==> src/rtl/edo_page_ctrl.sv <==
module edo_page_ctrl #(
  parameter int ADDR_W    = 21,
  parameter int DATA_W    = 8,
  parameter int ROW_BITS  = 12,
  parameter int T_RCD     = 3,
  parameter int T_CAS     = 2,
  parameter int T_CP      = 1,
  parameter int T_RP      = 5,
  parameter int T_RAS_MIN = 8,
  parameter int T_RC      = 14,
  parameter int T_RAC     = 8,
  parameter int T_RASP    = 12500
) (
  input  logic              clk,
  input  logic              rst_n,
  input  logic              req_valid,
  output logic              req_ready,
  input  logic [ADDR_W-1:0] req_addr,
  input  logic              req_we,
  input  logic [DATA_W-1:0] req_wdata,
  output logic              rd_valid,
  output logic [DATA_W-1:0] rd_data,
  input  logic              ref_req,
  output logic              ref_gnt,
  output logic              dram_ras_n,
  output logic              dram_cas_n,
  output logic              dram_we_n,
  output logic              dram_oe_n,
  output logic [((ROW_BITS > ADDR_W-ROW_BITS) ? ROW_BITS : ADDR_W-ROW_BITS)-1:0] dram_addr,
  output logic [DATA_W-1:0] dram_dq_out,
  output logic              dram_dq_oe,
  input  logic [DATA_W-1:0] dram_dq_in
);
  localparam int COL_BITS = ADDR_W - ROW_BITS;
  localparam int PIN_W    = (ROW_BITS > COL_BITS) ? ROW_BITS : COL_BITS;
  localparam int RCW      = $clog2(T_RASP + T_RC + 4);
  localparam int TMW      = $clog2(T_RP + T_RCD + T_CAS + T_CP + T_RAC + 4);
  localparam int RASP_LIM = T_RASP - T_CAS - T_CP - 1;

  typedef enum logic [2:0] {S_IDLE, S_REF, S_ACT, S_CSET, S_CLO, S_CHI, S_OPEN} st_t;

  st_t                st;
  logic [TMW-1:0]     tmr;
  logic [RCW-1:0]     ras_cnt;
  logic [ROW_BITS-1:0] open_row;
  logic               rd_cyc;

  wire [ROW_BITS-1:0] req_row = req_addr[ADDR_W-1 -: ROW_BITS];
  wire [COL_BITS-1:0] req_col = req_addr[COL_BITS-1:0];

  wire row_hit    = req_valid && (req_row == open_row);
  wire rasp_ok    = int'(ras_cnt) < RASP_LIM;
  wire page_go    = row_hit && !ref_req && rasp_ok;
  wire want_close = ref_req || (req_valid && !row_hit) || !rasp_ok;
  wire ras_min_ok = int'(ras_cnt) >= T_RAS_MIN - 1;
  wire act_ok     = (int'(tmr) >= T_RP - 1) && (int'(ras_cnt) >= T_RC - 1);
  wire act_end    = (st == S_ACT) && (int'(tmr) >= T_RCD - 1);
  wire clo_end    = (st == S_CLO) && (int'(tmr) >= T_CAS - 1) && (int'(ras_cnt) >= T_RAC - 2);
  wire chi_end    = (st == S_CHI) && (int'(tmr) >= T_CP - 1);
  wire boundary   = (st == S_OPEN) || chi_end;
  wire col_go     = (act_end && row_hit) || (boundary && page_go);
  wire close_go   = boundary && !page_go && want_close && ras_min_ok;

  assign req_ready = col_go;

  always_ff @(posedge clk or negedge rst_n) begin
    if (!rst_n) begin
      st          <= S_IDLE;
      tmr         <= '1;
      ras_cnt     <= '1;
      open_row    <= '0;
      rd_cyc      <= 1'b0;
      rd_valid    <= 1'b0;
      rd_data     <= '0;
      ref_gnt     <= 1'b0;
      dram_ras_n  <= 1'b1;
      dram_cas_n  <= 1'b1;
      dram_we_n   <= 1'b1;
      dram_oe_n   <= 1'b1;
      dram_addr   <= '0;
      dram_dq_out <= '0;
      dram_dq_oe  <= 1'b0;
    end else begin
      rd_valid <= 1'b0;
      if (ras_cnt != {RCW{1'b1}}) ras_cnt <= ras_cnt + 1'b1;
      if (tmr != {TMW{1'b1}}) tmr <= tmr + 1'b1;

      case (st)
        S_IDLE: if (act_ok) begin
          if (ref_req) begin
            st      <= S_REF;
            ref_gnt <= 1'b1;
          end else if (req_valid) begin
            st         <= S_ACT;
            tmr        <= '0;
            ras_cnt    <= '0;
            dram_ras_n <= 1'b0;
            dram_addr  <= PIN_W'(req_row);
            open_row   <= req_row;
          end
        end
        S_REF: if (!ref_req) begin
          st      <= S_IDLE;
          ref_gnt <= 1'b0;
          tmr     <= '0;
        end
        S_ACT: if (act_end) begin
          st  <= S_OPEN;
          tmr <= '0;
        end
        S_CSET: begin
          st         <= S_CLO;
          tmr        <= '0;
          dram_cas_n <= 1'b0;
        end
        S_CLO: if (clo_end) begin
          st         <= S_CHI;
          tmr        <= '0;
          dram_cas_n <= 1'b1;
        end
        S_CHI: begin
          if (tmr == '0 && rd_cyc) begin
            rd_valid <= 1'b1;
            rd_data  <= dram_dq_in;
          end
          if (chi_end) begin
            st         <= S_OPEN;
            tmr        <= '0;
            dram_we_n  <= 1'b1;
            dram_oe_n  <= 1'b1;
            dram_dq_oe <= 1'b0;
          end
        end
        default: ;
      endcase

      if (close_go) begin
        st         <= S_IDLE;
        tmr        <= '0;
        dram_ras_n <= 1'b1;
      end

      if (col_go) begin
        st          <= S_CSET;
        tmr         <= '0;
        dram_addr   <= PIN_W'(req_col);
        dram_we_n   <= !req_we;
        dram_oe_n   <= req_we;
        dram_dq_oe  <= req_we;
        dram_dq_out <= req_wdata;
        rd_cyc      <= !req_we;
      end
    end
  end
endmodule

==> config.mk <==
export PLATFORM = sky130hd
export DESIGN_NAME = edo_page_ctrl
export DESIGN_NICKNAME = d
export VERILOG_FILES = /design/src/rtl/edo_page_ctrl.sv
export SDC_FILE = /design/constraint.sdc
export NUM_CORES = 1
export LEC_CHECK = 0
export BUFFER_PORTS_ARGS = -buffer_cell sky130_fd_sc_hd__buf_2
export CORE_MARGIN = 8
export CORE_UTILIZATION = 54
export DETAILED_ROUTE_END_ITERATION = 8
export PLACE_DENSITY = 0.76
export SYNTH_ARGS = -nofsm -noshare
export SYNTH_HDL_FRONTEND = slang
export SYNTH_SLANG_ARGS = --single-unit
==> constraint.sdc <==
create_clock -name clk -period 2.35 [get_ports clk]
set_input_delay 0.235 -clock clk [delete_from_list [all_inputs] [get_ports clk]]
set_output_delay 0.235 -clock clk [all_outputs]
set_load 0.005 [all_outputs]
==> results.cfg, run 1 <==
[outcome]
outcome = completed

[critical_path]
arrival_ns = 2.01
slowest_stage = dfstp_2
cp-end-kind = output pin
start_kind = register
crit_type = reg -> out
cp_num_buf_inv = 3
cp_max_fo = 10
critPathMaxStageDelay_ns = 0.41
crit_chain = nor4_4 > a21oi_2 > o32ai_2 > nand3_1 > inv_2 > buf_4 > buf_2
cp_top_family = simple AND/OR/NAND/NOR gates
cp_data_required_time_ns = 2.12

[floorplan]
die_w_um = 96.0
die_area_um2 = 9220
die_h_um = 96.0
core_region_area_um2 = 6280
initial_utilization_pct = 55.1
ios = 78
row_count = 29

[power_and_ir_drop]
max-vdd-ir-drop_mv = 0.698
p_leak_nw = 2.10
p_per_area_nw_per_um2 = 1110
power_mw = 4.66

[clock_tree]
path_clk_slew_ns = 0.08
cts_made_buffers = 9
clk-insertion-delay-late_ns = 0.35
numClockSinks = 70
cts_tree = built
cts_htree_levels = 3
clockBufferDepth = 2
clockRootBuffer = clkbuf_8

[drt]
postRouteAntennaNets = 0
post_drt_wl_per_cell_um = 15.3
drc = 0
viasPerCell = 5.50
drt_iter0_drc = 197
vias = 2894
firstDrtPassIters = 4
routed_wl_mm = 8.07

[grt]
track_usage_pct = 18.5
gr-total-overflow = 0
grt_first_pass_wirelength_mm = 13.3
grt_max_degree = 42
antenna_found_initial = 0
grt_pass1_vias = 2955

[logic_synthesis]
ys.flop_type = dfrtp_1
synth-seq-cells = 70
yosysWarnings = 0
syn_area_per_cell_um2 = 9.58
syn_area_um2 = 3460
synth_seq_area_share_pct = 51.5
ys_async_sr_fraction_pct = 100
synthCells = 361
synth_edf_count = 0
syn_nets = 409
synth_cell_type_count = 53

[sta]
clock.fmax_mhz = 445
setup_viol = 0
hold_viol_final = 0
post-route-period-util_pct = 95.6
fin_worst_skew_ns = 0.0139
setup_ws_ns = 0.103
max_slew_margin_pct = 54.1
report.final.slew_viol_count = 0
worstMarginPinSlew_ns = 0.689
post-route-min-period_ns = 2.25

[place]
port_buffers = 77
dp_hpwl_mm = 5.79
pre_cts_slack_ns = 0.203
place_congestion = 0.860

[finish]
area_growth_pct = 21.1
finalNetCount = 492
fillers = 511
antennaDiodeCount = 0
drive_gt1_share_pct = 33.2

[run]
max-cap-violations = 0

[hold_path]
min_path_type = in -> reg
## sequential cells by signal, indices dropped and copies added, names as in the netlist
| signal | flops |
|---|---|
| dram_oe_n | 1 |
| dram_we_n | 1 |
| dram_dq_oe | 1 |
| rd_data | 8 |
| tmr | 5 |
| dram_addr | 12 |
| rd_cyc | 1 |
| dram_dq_out | 8 |
| ras_cnt | 14 |
| open_row | 12 |
| rd_valid | 1 |
| dram_ras_n | 1 |
| st | 3 |
| dram_cas_n | 1 |
| ref_gnt | 1 |
## area by class of cell
class	count	area (µm²)	area share, %
clock buffer	9	124	2.96
clock inverter	7	96.3	2.30
inverter	8	30.0	0.717
multi-input combinational	267	1570	37.6
sequential	70	1780	42.6
tap	77	96.3	2.30
timing repair buffer	88	483	11.5
## power by group
| group | internal (mW) | switching [mW] | total (mW) |
|---|---|---|---|
| Combinational | 0.692 | 0.760 | 1.45 |
| Sequential | 1.70 | 0.425 | 2.13 |
| Clock | 0.601 | 0.476 | 1.08 |
| Total | 3.00 | 1.66 | 4.66 |
## metal layers
layer	share of wire, %	vias up	track usage, %
li1	-	1399	-
met1	42	1397	22.0
met2	51	79	30.2
met3	5.0	19	5.07
met4	2.2	0	8.96
met5	0	-	0
## cells in the mapped netlist, types with 2 or more instances
cell      count  area (µm²)
a21oi_1      12        60.1
o211ai_1      2        15.0
buf_6         2        22.5
o21ai_0       8        40.0
clkbuf_1      8        30.0
a211oi_1      2        15.0
nand3_1       5        25.0
dfrtp_1      47        1180
buf_4         2        15.0
ha_1          6        75.1
nor2_1       39         146
o31ai_1       2        15.0
a21o_1        6        45.0
nand2_1      90         338
mux2_2        8        90.1
xor2_1        6        52.6
nor4_4        2        42.5
nand2b_1      2        12.5
a31oi_1       8        50.1
a22o_1        5        43.8
nand4_1      10        62.6
o21ai_1       2        10.0
nor2b_1       3        18.8
nor3_1        7        35.0
buf_2         4        20.0
inv_1         7        26.3
xnor2_1      18         158
dfstp_2      23         604
## cell families after synthesis
logic type / count (synthesis) / share of synthesized area [%]
AOI/OAI and AO/OA: 58 / 11.2
and+or+nand+nor: 171 / 23.0
muxes: 8 / 2.61
adders and majority gates: 6 / 2.17
buffers and inverters: 24 / 3.40
DFF: 70 / 51.5
xor gates and xnor gates: 24 / 6.08
## through the flow
step           util [%]  instance area (µm²)  setup TNS, ns  instances  hold slack, ns
3_5_place_dp       62.5                 3930              0        507           0.314
3_3_place_gp       62.5                 3930              0        507           0.305
4_1_cts            66.3                 4160              0        525          0.0629
5_1_grt            66.7                 4190       -0.00586        526          0.0679
6_report           66.7                 4190              0        526          0.0689
2_1_floorplan         -                 3460              0        361         -0.0606
## cells in the final DEF (no fill, tap or decap), types with 3 or more instances in the layout
master	count
a21o_1	6
a21oi_1	11
a22o_1	5
a31oi_1	8
buf_2	77
buf_4	9
clkbuf_8	9
dfrtp_1	44
dfrtp_2	3
dfstp_2	23
ha_1	6
inv_1	7
mux2_2	8
nand2_1	90
nand3_1	5
nand4_1	10
nor2_1	39
nor3_1	7
o21ai_0	8
xnor2_1	18
xor2_1	6
## repair_timing
action                                  in CTS  in global routing
endpoints found under the setup margin       1                  1
hold endpoints to repair                    11                  0
resized for setup                            1                  5
hold buffers                                 1                  0
pin swaps                                    0                  2
setup buffers                                1                  1
## worst paths after layout
kind,startpoint,slack (ns),cells after the start,end
setup / recovery,ras_cnt[9],0.10,7,req_ready
hold / removal,req_wdata[7],0.07,3,dram_dq_out[7]
setup reg to reg,ras_cnt[0],0.20,7,ras_cnt[11]
hold reg to reg,dram_cas_n,0.47,2,dram_cas_n
max in group asynchronous,rst_n,1.18,3,tmr[0]
min in group asynchronous,rst_n,0.46,2,dram_addr[8]
## worst min-delay path: stages
cell and delay, ns:
buf_2 0.08, nand2_1 0.04, nand2_1 0.04
Note: power is estimated with default switching activity, not from simulation.
==> run 2: changes to the inputs <==
--- a/config.mk
+++ b/config.mk
@@ -6,10 +6,12 @@
 export NUM_CORES = 1
 export LEC_CHECK = 0
 export BUFFER_PORTS_ARGS = -buffer_cell sky130_fd_sc_hd__buf_2
+export CORE_ASPECT_RATIO = 0.75
 export CORE_MARGIN = 8
 export CORE_UTILIZATION = 54
 export DETAILED_ROUTE_END_ITERATION = 8
 export PLACE_DENSITY = 0.76
+export REMOVE_ABC_BUFFERS = 1
 export SYNTH_ARGS = -nofsm -noshare
 export SYNTH_HDL_FRONTEND = slang
 export SYNTH_SLANG_ARGS = --single-unit
==> results.cfg, run 2 (same netlist as run 1, synthesis figures left out) <==
[finish]
drive_gt1_share_pct = 32.9
largest_register_ffs = 14
antennaDiodeCount = 0
most-common-layout-cells = nand2_1 (90), buf_2 (77), dfrtp_1 (46), nor2_1 (39), dfstp_2 (23)
reg_top3 = ras_cnt x14, dram_addr x12, open_row x12
finalNetCount = 493
area_growth_pct = 21.9
fin_area_um2 = 4220
largest-register = ras_cnt
stdcell_count = 531
final_common_cell = nand2_1

[grt]
antenna_found_initial = 0
grt_first_pass_wirelength_mm = 13.8
met3_usage_pct = 8.10
grt_max_degree = 42
gr-total-overflow = 0
track_usage_pct = 18.7
busiest_layer = met2
use_met2_pct = 28.8
met1_usage_pct = 23.3
grt_pass1_vias = 2949

[place]
dp_hpwl_mm = 5.91
pre_cts_slack_ns = 0.199
place_congestion = 0.865
placed_cells = 511
port_buffers = 77
place_area_um2 = 3930

[drt]
vias = 2860
postRouteAntennaNets = 0
post_drt_wl_per_cell_um = 15.7
drc = 0
routed_wl_mm = 8.32
drt_iter0_drc = 160
firstDrtPassIters = 4
viasPerCell = 5.39

[critical_path]
crit_chain = nor4_4 > a21oi_2 > o32ai_2 > nand3_1 > inv_2 > buf_4 > buf_2
slowest_stage = dfstp_2
crit_type = reg -> out
critPathMaxStageDelay_ns = 0.40
cp_max_fo = 6
cp_data_required_time_ns = 2.12
arrival_ns = 2.02
start_kind = register
cp-end-kind = output pin

[sta]
post-route-period-util_pct = 95.9
worstMarginPinSlew_ns = 0.681
report.final.slew_viol_count = 0
post-route-min-period_ns = 2.25
fin_worst_skew_ns = 0.00805
hold_viol_final = 0
max_slew_margin_pct = 54.6
setup_ws_ns = 0.0961
whs_ns = 0.0746
setup_viol = 0
clock.fmax_mhz = 444

[power_and_ir_drop]
max-vdd-ir-drop_mv = 0.575
power_mw = 4.74
p_per_area_nw_per_um2 = 1120
p_leak_nw = 2.12

[floorplan]
die_area_um2 = 9250
initial_utilization_pct = 55.3
die_w_um = 108
die_h_um = 85.3
ios = 78
core_region_area_um2 = 6260
row_count = 25

[run]
max-cap-violations = 0

[clock_tree]
clockRootBuffer = clkbuf_8
clockBufferDepth = 2
clk-insertion-delay-late_ns = 0.35
cts_made_buffers = 9
numClockSinks = 70
path_clk_slew_ns = 0.07
cts_tree = built
cts_htree_levels = 3

[outcome]
outcome = completed

[hold_path]
min_path_type = in -> reg
## run 2: final timing paths
kind,end,slack (ns),cells past startpoint,from
max,req_ready,0.1,7,ras_cnt[9]
min,dram_dq_out[0],0.07,3,req_wdata[0]
max reg2reg,st[0],0.22,8,ras_cnt[0]
min reg2reg,dram_dq_out[4],0.47,2,dram_dq_out[4]
max in group asynchronous,tmr[3],1.17,3,rst_n
min in group asynchronous,dram_addr[10],0.47,2,rst_n
## run 2: metrics by stage
| stage | TNS, ns | util, % |
|---|---|---|
| final | 0 | 67.4 |
| after detailed placement | 0 | 62.8 |
| after floorplan | -0.265 | - |
| after global routing | -0.0110 | 67.4 |
| after CTS | 0 | 66.9 |
| after global placement | 0 | 62.8 |
## run 2: worst max-delay path, delay by kind of cell, from the launching register on
kind	cells	cell delay, ns
DFF	1	0.40
AOI/OAI and AO/OA	2	0.42
buffers and inverters	3	0.35
and+or+nand+nor	2	0.51
## run 2: layer usage
layer / wire [µm] / part of all wire [%] / up-vias
met5: 0 / 0 / -
met4: 97 / 1.2 / 0
met3: 498 / 6.0 / 9
met2: 3970 / 48 / 87
met1: 3750 / 45 / 1361
li1: - / - / 1403
## run 2: area by class of cell
cell class | instances | area (µm²)
fillers | 509 | 2040
flip-flops and latches | 70 | 1780
repair buffers | 88 | 483
clock inverters | 3 | 65.1
well taps | 81 | 101
inverters | 8 | 30.0
multi-input cells | 268 | 1590
clock buffers | 13 | 169
## run 2: power breakdown
group          total, mW  switching, mW  leakage [nW]  internal (mW)
clock               1.12          0.434         0.120          0.683
sequential          2.12          0.420         0.878           1.70
combinational       1.50          0.805          1.12          0.697
total               4.74           1.66          2.12           3.08
## run 2: timing repair
action	4_1_cts	5_1_grt
hold endpoints to repair	13	0
pin swaps	0	3
endpoints found under the setup margin	1	6
buffers inserted	1	1
hold buffers	1	0
resized for setup	2	3
gates cloned	0	1
